===== src/rtl/dreq_seq_pkg.sv =====
`timescale 1ns/1ps
package dreq_seq_pkg;

  typedef enum logic [1:0] {
    PH_IDLE  = 2'd0,
    PH_READ  = 2'd1,
    PH_WRITE = 2'd2,
    PH_DEAD  = 2'd3
  } phase_e;

  typedef struct packed {
    logic restart;   // enable with a non-zero count
    logic stop;      // enable value 0
    logic empty_go;  // enable with a zero count
  } ctl_cmd_t;

endpackage


===== src/rtl/dreq_accept.sv =====
`timescale 1ns/1ps
module dreq_accept
  import dreq_seq_pkg::*;
(
  input  logic     clk,
  input  logic     rst,
  input  ctl_cmd_t cmd,
  input  logic     start,
  input  logic     busy,
  input  logic     dead_end,
  input  logic     final_end,
  input  logic     req_n,
  output logic     acc_open,
  output logic     req_held
);

  logic hi_seen;
  logic wait_hi;
  logic kill;

  assign kill = cmd.stop | cmd.empty_go | final_end;

  always_ff @(posedge clk) begin
    if (rst || kill) begin
      acc_open <= 1'b0;
      req_held <= 1'b0;
      hi_seen  <= 1'b0;
      wait_hi  <= 1'b0;
    end else if (cmd.restart) begin
      acc_open <= 1'b1;
      req_held <= 1'b0;
      hi_seen  <= 1'b0;
      wait_hi  <= 1'b0;
    end else begin
      // pending request capture
      if (acc_open && !req_n) begin
        req_held <= 1'b1;
        acc_open <= 1'b0;
      end
      // activation consumes the request and starts edge re-arming
      if (start) begin
        req_held <= 1'b0;
        hi_seen  <= 1'b0;
      end
      if (busy && req_n && !dead_end) begin
        hi_seen <= 1'b1;
      end
      // dead cycle exit: reopen or wait for a high sample
      if (dead_end) begin
        if (hi_seen || req_n) begin
          acc_open <= 1'b1;
        end else begin
          wait_hi <= 1'b1;
        end
      end
      if (wait_hi && req_n) begin
        acc_open <= 1'b1;
        wait_hi  <= 1'b0;
      end
    end
  end

  AST_BUSY_NO_HOLD: assert property (@(posedge clk) disable iff (rst)
    busy |-> !req_held) else $error("held request during block");

  AST_START_CLEARS: assert property (@(posedge clk) disable iff (rst)
    start |=> !req_held) else $error("request not cleared");

  AST_CLEAR_GAP: assert property (@(posedge clk) disable iff (rst)
    $fell(req_held) |=> !req_held) else $error("request re-held too soon");

  AST_WAIT_BLOCKS: assert property (@(posedge clk) disable iff (rst)
    (wait_hi && !req_n && !cmd.restart) |=> !acc_open) else $error("reopened on low");

endmodule


===== src/rtl/dreq_block_seq.sv =====
`timescale 1ns/1ps
module dreq_block_seq
  import dreq_seq_pkg::*;
#(
  parameter int LW = 8,
  parameter int CW = 8
) (
  input  logic          clk,
  input  logic          rst,
  input  ctl_cmd_t      cmd,
  input  logic          req_held,
  input  logic          bus_avail,
  input  logic [LW-1:0] blk_len,
  input  logic [CW-1:0] xfer_cnt,
  output phase_e        phase,
  output logic          start,
  output logic          busy,
  output logic          dead_end,
  output logic          final_end,
  output logic          wr_done,
  output logic          xfer_end
);

  localparam logic [LW-1:0] LEN_ONE = LW'(1);
  localparam logic [CW-1:0] CNT_ONE = CW'(1);

  phase_e        st;
  logic          en_q;
  logic [LW-1:0] bytes_left;
  logic [CW-1:0] blks_left;
  logic          any_cmd;

  assign any_cmd   = cmd.restart | cmd.stop | cmd.empty_go;
  assign phase     = st;
  assign busy      = (st != PH_IDLE);
  assign start     = en_q && (st == PH_IDLE) && req_held && bus_avail && !any_cmd;
  assign dead_end  = (st == PH_DEAD) && !any_cmd;
  assign final_end = dead_end && (blks_left == CNT_ONE);
  assign wr_done   = (st == PH_WRITE) && !any_cmd;

  always_ff @(posedge clk) begin
    if (rst) begin
      st         <= PH_IDLE;
      en_q       <= 1'b0;
      bytes_left <= '0;
      blks_left  <= '0;
      xfer_end   <= 1'b0;
    end else if (cmd.restart) begin
      st        <= PH_IDLE;
      en_q      <= 1'b1;
      blks_left <= xfer_cnt;
      xfer_end  <= 1'b0;
    end else if (cmd.stop) begin
      st       <= PH_IDLE;
      en_q     <= 1'b0;
      xfer_end <= 1'b0;
    end else if (cmd.empty_go) begin
      st       <= PH_IDLE;
      en_q     <= 1'b0;
      xfer_end <= 1'b1;
    end else begin
      unique case (st)
        PH_IDLE: begin
          if (start) begin
            st         <= PH_READ;
            bytes_left <= blk_len;
          end
        end
        PH_READ: st <= PH_WRITE;
        PH_WRITE: begin
          if (bytes_left == LEN_ONE) begin
            st <= PH_DEAD;
          end else begin
            bytes_left <= bytes_left - LEN_ONE;
            st         <= PH_READ;
          end
        end
        PH_DEAD: begin
          st <= PH_IDLE;
          if (blks_left == CNT_ONE) begin
            en_q     <= 1'b0;
            xfer_end <= 1'b1;
          end else begin
            blks_left <= blks_left - CNT_ONE;
          end
        end
        default: st <= PH_IDLE;
      endcase
    end
  end

  AST_END_STICKY: assert property (@(posedge clk) disable iff (rst)
    (xfer_end && !any_cmd) |=> xfer_end) else $error("end flag dropped");

  AST_NO_START_AFTER_END: assert property (@(posedge clk) disable iff (rst)
    xfer_end |-> !start) else $error("block after end");

endmodule


===== src/rtl/dreq_addr_gen.sv =====
`timescale 1ns/1ps
module dreq_addr_gen #(
  parameter int AW = 16
) (
  input  logic          clk,
  input  logic          rst,
  input  logic          load,
  input  logic          step,
  input  logic [AW-1:0] src_base,
  input  logic [AW-1:0] dst_base,
  output logic [AW-1:0] src_addr,
  output logic [AW-1:0] dst_addr
);

  localparam int NPTR = 2;

  logic [AW-1:0] base_v [NPTR];
  logic [AW-1:0] ptr_q  [NPTR];

  assign base_v[0] = src_base;
  assign base_v[1] = dst_base;

  for (genvar g = 0; g < NPTR; g++) begin : g_ptr
    always_ff @(posedge clk) begin
      if (rst) begin
        ptr_q[g] <= '0;
      end else if (load) begin
        ptr_q[g] <= base_v[g];
      end else if (step) begin
        ptr_q[g] <= ptr_q[g] + AW'(1);
      end
    end
  end

  assign src_addr = ptr_q[0];
  assign dst_addr = ptr_q[1];

  AST_SRC_STEP: assert property (@(posedge clk) disable iff (rst)
    (step && !load) |=> (src_addr == $past(src_addr) + AW'(1))) else $error("src step");

  AST_DST_HOLD: assert property (@(posedge clk) disable iff (rst)
    (!step && !load) |=> $stable(dst_addr)) else $error("dst moved");

endmodule


===== src/rtl/dreq_edge_seq.sv =====
`timescale 1ns/1ps
module dreq_edge_seq
  import dreq_seq_pkg::*;
#(
  parameter int AW = 16,
  parameter int LW = 8,
  parameter int CW = 8
) (
  input  logic          clk,
  input  logic          rst,
  input  logic          en_wr,
  input  logic          en_val,
  input  logic          req_n,
  input  logic          bus_avail,
  input  logic [LW-1:0] blk_len,
  input  logic [CW-1:0] xfer_cnt,
  input  logic [AW-1:0] src_base,
  input  logic [AW-1:0] dst_base,
  output logic          rd_stb,
  output logic          wr_stb,
  output logic          dead_stb,
  output logic [AW-1:0] src_addr,
  output logic [AW-1:0] dst_addr,
  output logic          req_held,
  output logic          xfer_end
);

  ctl_cmd_t cmd;
  phase_e   phase;
  logic     start, busy, dead_end, final_end, wr_done, acc_open;
  logic     cnt_zero;

  assign cnt_zero    = (xfer_cnt == '0);
  assign cmd.restart  = en_wr && en_val && !cnt_zero;
  assign cmd.stop     = en_wr && !en_val;
  assign cmd.empty_go = en_wr && en_val && cnt_zero;

  dreq_accept u_accept (
    .clk       (clk),
    .rst       (rst),
    .cmd       (cmd),
    .start     (start),
    .busy      (busy),
    .dead_end  (dead_end),
    .final_end (final_end),
    .req_n     (req_n),
    .acc_open  (acc_open),
    .req_held  (req_held)
  );

  dreq_block_seq #(.LW(LW), .CW(CW)) u_seq (
    .clk       (clk),
    .rst       (rst),
    .cmd       (cmd),
    .req_held  (req_held),
    .bus_avail (bus_avail),
    .blk_len   (blk_len),
    .xfer_cnt  (xfer_cnt),
    .phase     (phase),
    .start     (start),
    .busy      (busy),
    .dead_end  (dead_end),
    .final_end (final_end),
    .wr_done   (wr_done),
    .xfer_end  (xfer_end)
  );

  dreq_addr_gen #(.AW(AW)) u_addr (
    .clk      (clk),
    .rst      (rst),
    .load     (cmd.restart),
    .step     (wr_done),
    .src_base (src_base),
    .dst_base (dst_base),
    .src_addr (src_addr),
    .dst_addr (dst_addr)
  );

  assign rd_stb   = (phase == PH_READ);
  assign wr_stb   = (phase == PH_WRITE);
  assign dead_stb = (phase == PH_DEAD);

  AST_READ_THEN_WRITE: assert property (@(posedge clk) disable iff (rst)
    (rd_stb && !en_wr) |=> wr_stb) else $error("read not followed by write");

  AST_DEAD_SINGLE: assert property (@(posedge clk) disable iff (rst)
    dead_stb |=> !(rd_stb || wr_stb || dead_stb)) else $error("dead cycle too long");

  AST_END_CLOSED: assert property (@(posedge clk) disable iff (rst)
    xfer_end |-> !acc_open) else $error("acceptance open after end");

  AST_STOP_QUIET: assert property (@(posedge clk) disable iff (rst)
    (en_wr && !en_val) |=> !(rd_stb || wr_stb || dead_stb || req_held)) else $error("stop");

endmodule


===== config.mk =====
export PLATFORM = sky130hd
export DESIGN_NAME = dreq_edge_seq
export DESIGN_NICKNAME = d
export VERILOG_FILES = /design/src/rtl/dreq_seq_pkg.sv /design/src/rtl/dreq_accept.sv /design/src/rtl/dreq_block_seq.sv /design/src/rtl/dreq_addr_gen.sv /design/src/rtl/dreq_edge_seq.sv
export SDC_FILE = /design/constraint.sdc
export NUM_CORES = 1
export LEC_CHECK = 0
export BUFFER_PORTS_ARGS = -buffer_cell sky130_fd_sc_hd__buf_2
export CORE_UTILIZATION = 43
export CTS_CLUSTER_DIAMETER = 100
export DETAILED_ROUTE_END_ITERATION = 8
export PLACE_DENSITY = 0.68
export SKIP_CTS_REPAIR_TIMING = 1
export SYNTH_ARGS = -nofsm -noshare
export SYNTH_HDL_FRONTEND = slang
export SYNTH_HIERARCHICAL = 1
export SYNTH_SLANG_ARGS = --single-unit

===== constraint.sdc =====
create_clock -name clk -period 3.5 [get_ports clk]
set_clock_uncertainty 0.05 [all_clocks]
set_input_delay 0.525 -clock clk [delete_from_list [all_inputs] [get_ports clk]]
set_output_delay 0.525 -clock clk [all_outputs]
set_load 0.1 [all_outputs]

# After elaboration in Yosys (flattened, before gate mapping)
# Memory sizes are Yosys's and may differ from the RTL's.
# Index checks and enable logic that the tools add are counted.
# word_totals
output_inout_bits,37
input_bits,54
regBits,24
wordCells,117
n_memories,1
ram_bits,32
# mem_list
memory,depth,word_bits,read_ports,rd_clocked_by_memory_dff,wr,line_no,source
u_addr.ptr_q,2,16,2,0,2,dreq_addr_gen.sv:18,logic [AW-1:0] ptr_q [NPTR];
# classes
add_sub_neg,4
bitwise,12
reduce_logical,42
mux,39
n_eq_ne,10
# op_table
op,count
16-bit 2-to-1 mux,4
8-bit 2-to-1 mux,7
"16-bit by 1-bit adder with 16-bit output, second input constant",2
1-bit 2-to-1 mux,24
"8-bit by 1-bit equality test with 1-bit output, second input constant",2
8-bit case mux with 2 select lines,1
"8-bit by 1-bit subtractor with 8-bit output, second input constant",2
1-bit logical AND,15
2-bit nonzero test,6
3-bit OR reduction,3
8-bit zero test,1
1-bit OR,8
2-bit case mux with 4 select lines,1
4-bit nonzero test,2
"2-bit by 1-bit inequality test with 1-bit output, second input constant",3
2-bit AND reduction,3
6-bit AND reduction,1
1-bit zero test,5
"2-bit equality test, second input constant",2
2-bit 2-to-1 mux,2
"2-bit inequality test, second input constant",2
1-bit inverter,4
4-bit AND reduction,1
4-bit OR reduction,1
4 further kinds,5

# Depth between registers and ports, before layout
# Gate-level depths: netlist of the first run.
# logic_depth
ltp_word,12
depth_mapped,8
mapped_depth_nobuf,7

# Cells and area by module
# The synthesis of the first run kept the hierarchy.
# by_module_without_submodules
mod,seq_area_each_um2,cells_per_inst,area_per_inst_um2,instances
dreq_addr_gen,960.9,189,1863.0,1
dreq_block_seq,400.4,152,1216.2,1
dreq_accept,80.1,17,193.9,1
dreq_edge_seq,0.0,9,55.1,1

# Worst setup path after synthesis of the first run
# Ideal clock, no wire load.
# synth_path
path_type,input to register
start,in xfer_cnt[0]
end,reg u_accept.req_held
t_arrival_ps,2626
cell_stages,6
slack_ps,720
n_path_buf,0
setup_ps,104
required_ps,3346
path_cell_list,nor4_1 -> a21oi_1 -> or3_1 -> nor2_1 -> or4_4 -> a2111oi_2
# synth_lines
item,line_no,source
start: declaration,dreq_edge_seq.sv:16,"input logic [CW-1:0] xfer_cnt,"
end signal: assignment,dreq_accept.sv:26,req_held <= 1'b0;
end signal: assignment,dreq_accept.sv:31,req_held <= 1'b0;
end signal: assignment,dreq_accept.sv:37,req_held <= 1'b1;
end: declaration,dreq_accept.sv:14,output logic req_held

==> results.yml, run 1 <==
placement:
  dpl.hpwl_um: 5630
  port_buffers: 90
  dp_slack_ns: 0.460
  gp_congestion: 0.821
clocking:
  clkLatencyLatePin_ns: 0.30
  htree_levels: 2
  cts.clk_slew.worst_paths_ns: 0.09
  clock_sinks: 56
  root_buffer: "clkbuf_8"
  numCtsBuffers: 5
  cts_buffer_depth: 2
  tritoncts: "yes"
yosys:
  yosysMostFrequentCell: "nand2_1"
  synthTopCellsByArea: "edfxtp_1, dfxtp_1, nand2_1"
  synth_edf_count: 32
  syn_inst: 367
  ys_types: 51
  synth_ff_type: "edfxtp_1"
  synthTopCellsByCount: "nand2_1, o21ai_0, edfxtp_1, dfxtp_1"
  syn_area_um2: 3330
  synth_fp_nets: 427
  ys_async_sr_fraction_pct: 0
  avgSynthCellArea_um2: 9.07
  yosysSeqAreaShare_pct: 43.3
  ys_warn_count: 6
  ys_ff_latch: 56
  synth_top_cell_by_area: "edfxtp_1"
  yosys.area.top_type_share_pct: 28.9
routing:
  final_antenna_net_count: 0
  route.detailed.drc: 0
  num_vias: 3081
  wire_per_inst_um: 13.8
  via_per_inst: 5.54
  drtIter0Drc: 111
  drt_pass1_iterations: 5
  routed_wl_um: 7660
power_and_ir_drop:
  seq_power_share_pct: 50.0
  p_comb_share_pct: 21.7
  irDropWorstVdd_v: 0.000165
  switchingPower_mw: 0.502
  p_per_area_nw_per_um2: 384
  clkPwrFrac_pct: 28.3
  p_leak_nw: 1.47
  p_int_mw: 1.04
  p_sw_share_pct: 32.6
timing:
  setup-tns-final_ns: 0
  rsz0062_at_grt: "false"
  fin_crit_sh_pct: 79.5
  fin_ws_ns: 0.716
  worstMarginPinSlew_ns: 0.775
  min_period_ns: 2.78
  slew_viol_final: 0
  fmax_mhz: 359
  final_hold_viol_count: 0
  setup_viol: 0
  slew_headroom_pct: 47.9
layout:
  area_growth_pct: 20.6
  drive_above_1_share_pct: 25.4
  final_core_util_pct: 54.5
  antennaDiodeCount: 0
  fin_nets: 516
critical_path:
  worst_setup_path_start_kind: "primary input"
  required_ns: 3.59
  critical_path_class: "primary input to flop"
  r2r_end: "u_addr/ptr_q[1][12]$_SDFFCE_PN0P_"
  critPathMaxFanout: 18
  critPathCapture: "u_addr/ptr_q[1][12]$_SDFFCE_PN0P_"
  reg2regPathDepth: 5
  worstReg2RegStart: "u_seq/phase[1]$_SDFFE_PP0P_"
  cp-startpoint: "xfer_cnt[5]"
  arrival_ns: 2.87
  reg2reg_slack_ns: 1.24
  cp-end-kind: "flop"
floorplanning:
  boundaryPins: 91
  die_h_um: 90.0
  die-area_um2: 8100
  core_area_um2: 7370
  start_util_pct: 45.2
  rows: 31
  die_w_um: 90.0
global_route:
  grt_usage_pct: 18.4
  grt_pass1_wl_um: 12400
  grt_max_degree: 29
  grt_pass1_vias: 2718
  grt_overflow: 0
  antenna_found_initial: 0
outcome:
  status: "completed"
min_path:
  hp-class: "primary input to flop"
job:
  drv_cap: 0
flip-flops by register name, indices dropped and copies added, names as in the netlist:
register,cells
u_addr/ptr_q,32
u_accept/req_held,1
u_seq/xfer_end,1
u_accept/wait_hi,1
u_accept/acc_open,1
u_seq/phase,2
u_seq/blks_left,8
u_seq/bytes_left,8
u_seq/en_q,1
u_accept/hi_seen,1
layer usage:
layer	track usage [%]	share of wire (%)
met1	24.7	46
met4	3.63	0.59
met3	3.38	5.5
met2	31.3	48
met5	0	0
cell families (layout without fill, tap and decap cells):
family          count (synthesis)  in the layout  synth area share [%]
xor+xnor                       32             32                  8.42
compound gates                 82             82                  16.8
fa+ha+maj                       6              6                  2.26
flops                          56             56                  43.3
buf+inv                        28            118                  3.27
mux                             2              2                 0.639
simple gates                  161            161                  25.3
cell usage in the layout (no fill, tap or decap), types with 15 or more instances in the layout:
master,n
xnor2_1,20
nand2_1,49
nor2_1,20
dfxtp_1,24
edfxtp_1,32
nor3_1,20
buf_2,90
o21ai_0,35
nand3_1,15
through the flow:
step / cells / hold WS (ns) / cell area, µm² / total power, mW
after CTS: 556 / 0.394 / 4010 / 1.55
after global routing: 556 / 0.397 / 4010 / 1.60
after floorplan: 367 / 0.403 / 3330 / 1.04
after global placement: 548 / 0.426 / 3900 / 1.12
final: 556 / 0.403 / 4010 / 1.54
after detailed placement: 548 / 0.430 / 3900 / 1.12
layout make-up:
class                           count  area, µm²
Fill cell                         711       3360
Multi-Input combinational cell    283       1780
Sequential cell                    56       1440
Timing Repair Buffer               97        503
Tap cell                           99        124
Clock buffer                        6       82.6
Inverter                           13       48.8
Clock inverter                      2       33.8
worst max-delay path: stages:
cell	delay [ns]
buf_2	0.10
nor4_1	0.44
a21oi_1	0.29
or3_1	0.48
nor2_1	0.23
nand2_1	0.31
buf_4	0.30
o21ai_0	0.20
power by group through the flow:
stage / logic, mW / clock network (mW) / registers, mW
floorplan: 0.0821 / 0 / 0.954
global placement: 0.332 / 0 / 0.785
detailed placement: 0.334 / 0 / 0.786
CTS: 0.335 / 0.447 / 0.771
global route: 0.352 / 0.473 / 0.777
finish: 0.335 / 0.436 / 0.771
how the worst min path moves through the flow:
stage	start	endpoint	slack, ns	cells after the start
after CTS	req_n	u_accept/wait_hi$_SDFFE_PP0P_	0.39	2
after detailed placement	u_seq/bytes_left[1]$_SDFFE_PP0P_	u_seq/bytes_left[1]$_SDFFE_PP0P_	0.43	2
final	req_n	u_accept/wait_hi$_SDFFE_PP0P_	0.40	2
after global placement	u_seq/bytes_left[1]$_SDFFE_PP0P_	u_seq/bytes_left[1]$_SDFFE_PP0P_	0.43	2
after floorplan	u_seq/bytes_left[7]$_SDFFE_PP0P_	u_seq/bytes_left[7]$_SDFFE_PP0P_	0.40	2
after global routing	req_n	u_accept/wait_hi$_SDFFE_PP0P_	0.40	2
No activity file was read; power rests on OpenSTA's default activity.
==> inputs of run 2 (changes only) <==
==> constraint.sdc (replaced) <==
create_clock -name clk -period 2.8 [get_ports clk]
set_clock_uncertainty 0.05 [all_clocks]
set_input_delay 0.42 -clock clk [delete_from_list [all_inputs] [get_ports clk]]
set_output_delay 0.42 -clock clk [all_outputs]
set_load 0.1 [all_outputs]
==> run 2 against run 1 <==
Setup slack lost 0.30 ns. Die area stayed put. Wire length is 3.1% lower. Clock-buffer cell count is 1 lower. Total power is 18% higher. Largest cell class unchanged. Non-clock buffer count rose by 2. Clock power hardly changed. Via count down 0.52%. Sequential share of layout area decreased by 0.10 points. Critical endpoint is now u_seq/bytes_left[0]$_SDFFE_PP0P_. Final area is 0.28% higher. Combinational power up 26%. Global-route usage rose by 0.40 points.
==> results.yml, run 2 (synthesis gave the netlist of run 1 again) <==
outcome:
  status: "completed"
placement:
  dpl.hpwl_um: 5530
  dpl_cell_area_um2: 3940
  port_buffers: 90
  gp_congestion: 0.802
routing:
  num_vias: 3065
  wire_per_inst_um: 13.3
  drtIter0Drc: 109
  via_per_inst: 5.49
  route.detailed.drc: 0
  final_antenna_net_count: 0
  drt_pass1_iterations: 4
  routed_wl_um: 7430
power_and_ir_drop:
  power_mw: 1.82
  p_per_area_nw_per_um2: 453
  p_leak_nw: 1.48
  irDropWorstVdd_v: 0.000173
timing:
  hold_ws_ns: 0.296
  rsz0062_at_grt: "false"
  slew_headroom_pct: 49.4
  slew_viol_final: 0
  worstMarginPinSlew_ns: 0.752
  setup_viol: 0
  min_period_ns: 2.38
  setup-tns-final_ns: 0
  fin_crit_sh_pct: 85.0
  final_hold_viol_count: 0
  fmax_mhz: 420
global_route:
  antenna_found_initial: 0
  grt_max_degree: 29
  grt_pass1_wl_um: 12900
  grt_overflow: 0
  grt_pass1_vias: 2878
  grt_usage_pct: 18.8
layout:
  drive_above_1_share_pct: 25.9
  area_growth_pct: 20.9
  final_common_cell: "buf_2"
  fin_nets: 518
  antennaDiodeCount: 0
  largest_reg_flops: 32
  reg_top3: "u_addr/ptr_q: 32 flops, u_seq/blks_left: 8 flops, u_seq/bytes_left: 8 flops"
  fill_cells: 719
  regMostFlops: "u_addr/ptr_q"
  mostFrequentLayoutCells: "buf_2, nand2_1, o21ai_0"
  fin_area_um2: 4030
clocking:
  clock_sinks: 56
  cts_buffer_depth: 2
  clkLatencyLatePin_ns: 0.31
  tritoncts: "yes"
  htree_levels: 2
  cts.clk_slew.worst_paths_ns: 0.10
  root_buffer: "clkbuf_8"
  numCtsBuffers: 5
floorplanning:
  core_area_um2: 7370
  boundaryPins: 91
  rows: 31
  die-area_um2: 8100
  start_util_pct: 45.2
  die_w_um: 90.0
  die_h_um: 90.0
critical_path:
  max_stage_delay_ns: 0.58
  slowest_stage: "or4_1"
  cp-startpoint: "xfer_cnt[1]"
  cp-end-kind: "flop"
  cpLargestDelayFamily: "compound AO/OA/AOI/OAI gates"
  worst_setup_path_start_kind: "primary input"
  arrival_ns: 2.56
  crit_chain: "buf_2 > nor4_1 > a21oi_1 > or4_1 > a211o_1 > o21bai_1 > a211oi_1"
  worstReg2RegStart: "u_seq/blks_left[1]$_SDFFE_PP0P_"
  required_ns: 2.98
  critPathMaxFanout: 16
  path_buf_inv: 1
  critical_path_class: "primary input to flop"
job:
  drv_cap: 0
min_path:
  worstHoldStart: "req_n"
  hp-class: "primary input to flop"
-- run 2: area by class of cell --
cell class                 instances  area, µm²  share of cell area, %
inverter                          13       48.8                   1.21
clock inverter                     3       18.8                  0.466
multi-input combinational        283       1780                   44.2
tap                               99        124                   3.08
sequential                        56       1440                   35.8
clock buffer                       5       68.8                   1.71
timing repair buffer              99        543                   13.5
-- run 2: final timing paths --
path	endpoint	slack [ns]	cells past startpoint
worst min register to register	u_seq/bytes_left[7]$_SDFFE_PP0P_	0.43	2
worst min-delay path	u_accept/wait_hi$_SDFFE_PP0P_	0.30	2
worst max register to register	u_accept/req_held$_SDFFE_PP0P_	0.69	7
worst max-delay path	u_seq/bytes_left[0]$_SDFFE_PP0P_	0.42	7
-- run 2: per-layer routing --
| layer | routed length (µm) | global-route usage, % | up-vias |
|---|---|---|---|
| met1 | 3480 | 25.1 | 1424 |
| met3 | 420 | 3.64 | 6 |
| li1 | - | - | 1535 |
| met4 | 65 | 4.17 | 0 |
| met2 | 3460 | 31.7 | 100 |
| met5 | 0 | 0 | - |
-- run 2: stage by stage --
step | cells | util (%) | setup slack, ns
after detailed placement | 550 | 53.4 | 0.0732
after global placement | 550 | 53.4 | 0.109
after CTS | 558 | 54.6 | 0.403
after global routing | 558 | 54.6 | 0.298
final | 558 | 54.6 | 0.420
after floorplan | 367 | - | 0.125
-- run 2: power by group --
group          internal (mW)  switching [mW]
Sequential             0.912          0.0503
Clock                  0.174           0.265
Combinational          0.102           0.320
==> inputs of run 3 (changes only) <==
--- a/config.mk
+++ b/config.mk
@@ -5,11 +5,12 @@
 export SDC_FILE = /design/constraint.sdc
 export NUM_CORES = 1
 export LEC_CHECK = 0
+export ABC_AREA = 1
 export BUFFER_PORTS_ARGS = -buffer_cell sky130_fd_sc_hd__buf_2
 export CORE_UTILIZATION = 43
 export CTS_CLUSTER_DIAMETER = 100
 export DETAILED_ROUTE_END_ITERATION = 8
-export PLACE_DENSITY = 0.68
+export PLACE_DENSITY = 0.69
 export SKIP_CTS_REPAIR_TIMING = 1
 export SYNTH_ARGS = -nofsm -noshare
 export SYNTH_HDL_FRONTEND = slang
==> constraint.sdc (replaced) <==
create_clock -name clk -period 2.05 [get_ports clk]
set_clock_uncertainty 0.05 [all_clocks]
set_input_delay 0.3075 -clock clk [delete_from_list [all_inputs] [get_ports clk]]
set_output_delay 0.3075 -clock clk [all_outputs]
set_load 0.1 [all_outputs]
==> run 3 against run 2 <==
Global-route usage increased by 2.6 points. Total power grew 48%. Core utilization shrank 0.74 points. Clock power is 67% higher. First-iteration DRC count up 28%. Non-clock buffer count rose by 11. Sequential share of layout area shrank 5.0 points. Critical endpoint is now u_addr/ptr_q[0][3]$_DFFE_PP_. Largest power group unchanged.
==> results.yml, run 3 <==
routing:
  route.detailed.drc: 0
  final_antenna_net_count: 0
  via_per_inst: 4.92
  routed_wl_um: 9460
  wire_per_inst_um: 11.9
  drt_pass1_iterations: 7
  num_vias: 3917
  drtIter0Drc: 139
power_and_ir_drop:
  power_mw: 2.70
  p_leak_nw: 2.34
  p_per_area_nw_per_um2: 577
  irDropWorstVdd_v: 0.000271
timing:
  min_period_ns: 1.76
  fin_crit_sh_pct: 85.7
  worstMarginPinSlew_ns: 0.494
  slew_viol_final: 0
  rsz0062_at_grt: "false"
  final_hold_viol_count: 0
  setup_viol: 0
  slew_headroom_pct: 67.3
  fmax_mhz: 569
  fin_ws_ns: 0.293
layout:
  reg_top3: "u_addr/ptr_q: 32 flops, u_seq/blks_left: 8 flops, u_seq/bytes_left: 8 flops"
  fill_cells: 891
  mostFrequentLayoutCells: "nand2_1, buf_2, inv_1"
  area_growth_pct: 21.7
  multi_input_area_um2: 2010
  fin_nets: 747
  drive_above_1_share_pct: 21.7
  antennaDiodeCount: 0
  largest_reg_flops: 32
  final_common_cell: "nand2_1"
  area.sequential_um2: 1440
  post_layout_nonfiller_instances: 796
  regMostFlops: "u_addr/ptr_q"
clocking:
  cts.clk_slew.worst_paths_ns: 0.10
  cts_buffer_depth: 2
  clock_sinks: 56
  root_buffer: "clkbuf_8"
  tritoncts: "yes"
  numCtsBuffers: 5
  clkLatencyLatePin_ns: 0.31
  htree_levels: 2
yosys:
  synth_fp_nets: 642
  ys_async_sr_fraction_pct: 0
  syn_inst: 582
  ys_types: 35
  synth_edf_count: 32
  avgSynthCellArea_um2: 6.60
  syn_area_um2: 3840
  synthTopCellsByArea: "edfxtp_1, nand2_1, dfxtp_1"
  yosysSeqAreaShare_pct: 37.5
  ys_warn_count: 6
  yosysMostFrequentCell: "nand2_1"
  yosys.area.top_type_share_pct: 25.0
  synth_top_cell_by_area: "edfxtp_1"
  synthTopCellsByCount: "nand2_1, inv_1, nor2_1, nand3_1, edfxtp_1"
  synth_ff_type: "edfxtp_1"
  ys_ff_latch: 56
global_route:
  met1_usage_pct: 28.4
  grt_overflow: 0
  grt_util_met2_pct: 37.3
  grt_max_degree: 17
  grt_pass1_vias: 3503
  grt-busiest-layer: "met2"
  grt_pass1_wl_um: 15600
  grt_usage_pct: 21.5
  met3_usage_pct: 3.05
  antenna_found_initial: 0
floorplanning:
  boundaryPins: 91
  die-area_um2: 9320
  rows: 34
  die_w_um: 96.5
  start_util_pct: 44.3
  core_area_um2: 8680
  die_h_um: 96.5
outcome:
  status: "completed"
critical_path:
  arrival_ns: 1.73
  critPathMaxFanout: 16
  critical_path_class: "flop to flop"
  required_ns: 2.02
  worst_setup_path_start_kind: "flop"
  cp-end-kind: "flop"
job:
  drv_cap: 0
placement:
  dp.cells: 788
  dp_slack_ns: 0.0417
  gp_congestion: 0.826
  port_buffers: 90
  dpl.hpwl_um: 7330
min_path:
  hp-class: "primary input to flop"
run 3: where the power goes:
part           internal [mW]  switching [mW]
combinational          0.164           0.499
sequential              1.24          0.0598
clock                  0.363           0.369
run 3: critical path: stages, from the launching register on:
cell and delay, ns:
dfxtp_1 0.50, nand2_2 0.10, inv_2 0.15, nand2_2 0.08, inv_1 0.06, nand2_1 0.09
buf_4 0.20, nand2_2 0.08, buf_12 0.16
run 3: through the flow:
step | setup TNS (ns) | cell area, µm² | util [%] | hold WS (ns)
2_1_floorplan | -1.20 | 3860 | - | 0.404
3_3_place_gp | 0 | 4570 | 52.6 | 0.416
3_5_place_dp | 0 | 4570 | 52.6 | 0.428
4_1_cts | 0 | 4680 | 53.9 | 0.206
5_1_grt | 0 | 4680 | 53.9 | 0.211
6_report | 0 | 4680 | 53.9 | 0.210
run 3: kinds of logic (layout without fill, tap and decap cells):
group,after synthesis,after routing,share of synthesized area [%]
adders and majority gates,6,6,1.95
and+or+nand+nor,345,345,38.7
buffers and inverters,99,205,10.4
DFF,56,56,37.5
AOI/OAI and AO/OA,71,71,10.3
xor gates and xnor gates,5,5,1.14
run 3: routing by layer:
layer  wire length, µm  part of all wire (%)
met1              4230                    45
met2              4540                    48
met3               600                   6.3
met4                93                  0.98
met5                 0                     0
run 3: final timing paths:
check                                  startpoint                               to  slack [ns]  cells after the start
hold / removal                       src_base[14]    u_addr/ptr_q[0][14]$_DFFE_PP_        0.21                      3
setup reg to reg      u_seq/phase[1]$_SDFFE_PP0P_     u_addr/ptr_q[0][3]$_DFFE_PP_        0.29                      8
setup / recovery      u_seq/phase[1]$_SDFFE_PP0P_     u_addr/ptr_q[0][3]$_DFFE_PP_        0.29                      8
hold reg to reg   u_seq/blks_left[7]$_SDFFE_PP0P_  u_seq/blks_left[7]$_SDFFE_PP0P_        0.44                      2
run 3: area by class of cell:
| type | instances | area share (%) |
|---|---|---|
| Multi-Input combinational cell | 427 | 43.1 |
| Inverter | 87 | 6.98 |
| Tap cell | 108 | 2.89 |
| Clock buffer | 6 | 1.55 |
| Timing Repair Buffer | 110 | 13.9 |
| Clock inverter | 2 | 0.749 |
| Sequential cell | 56 | 30.8 |
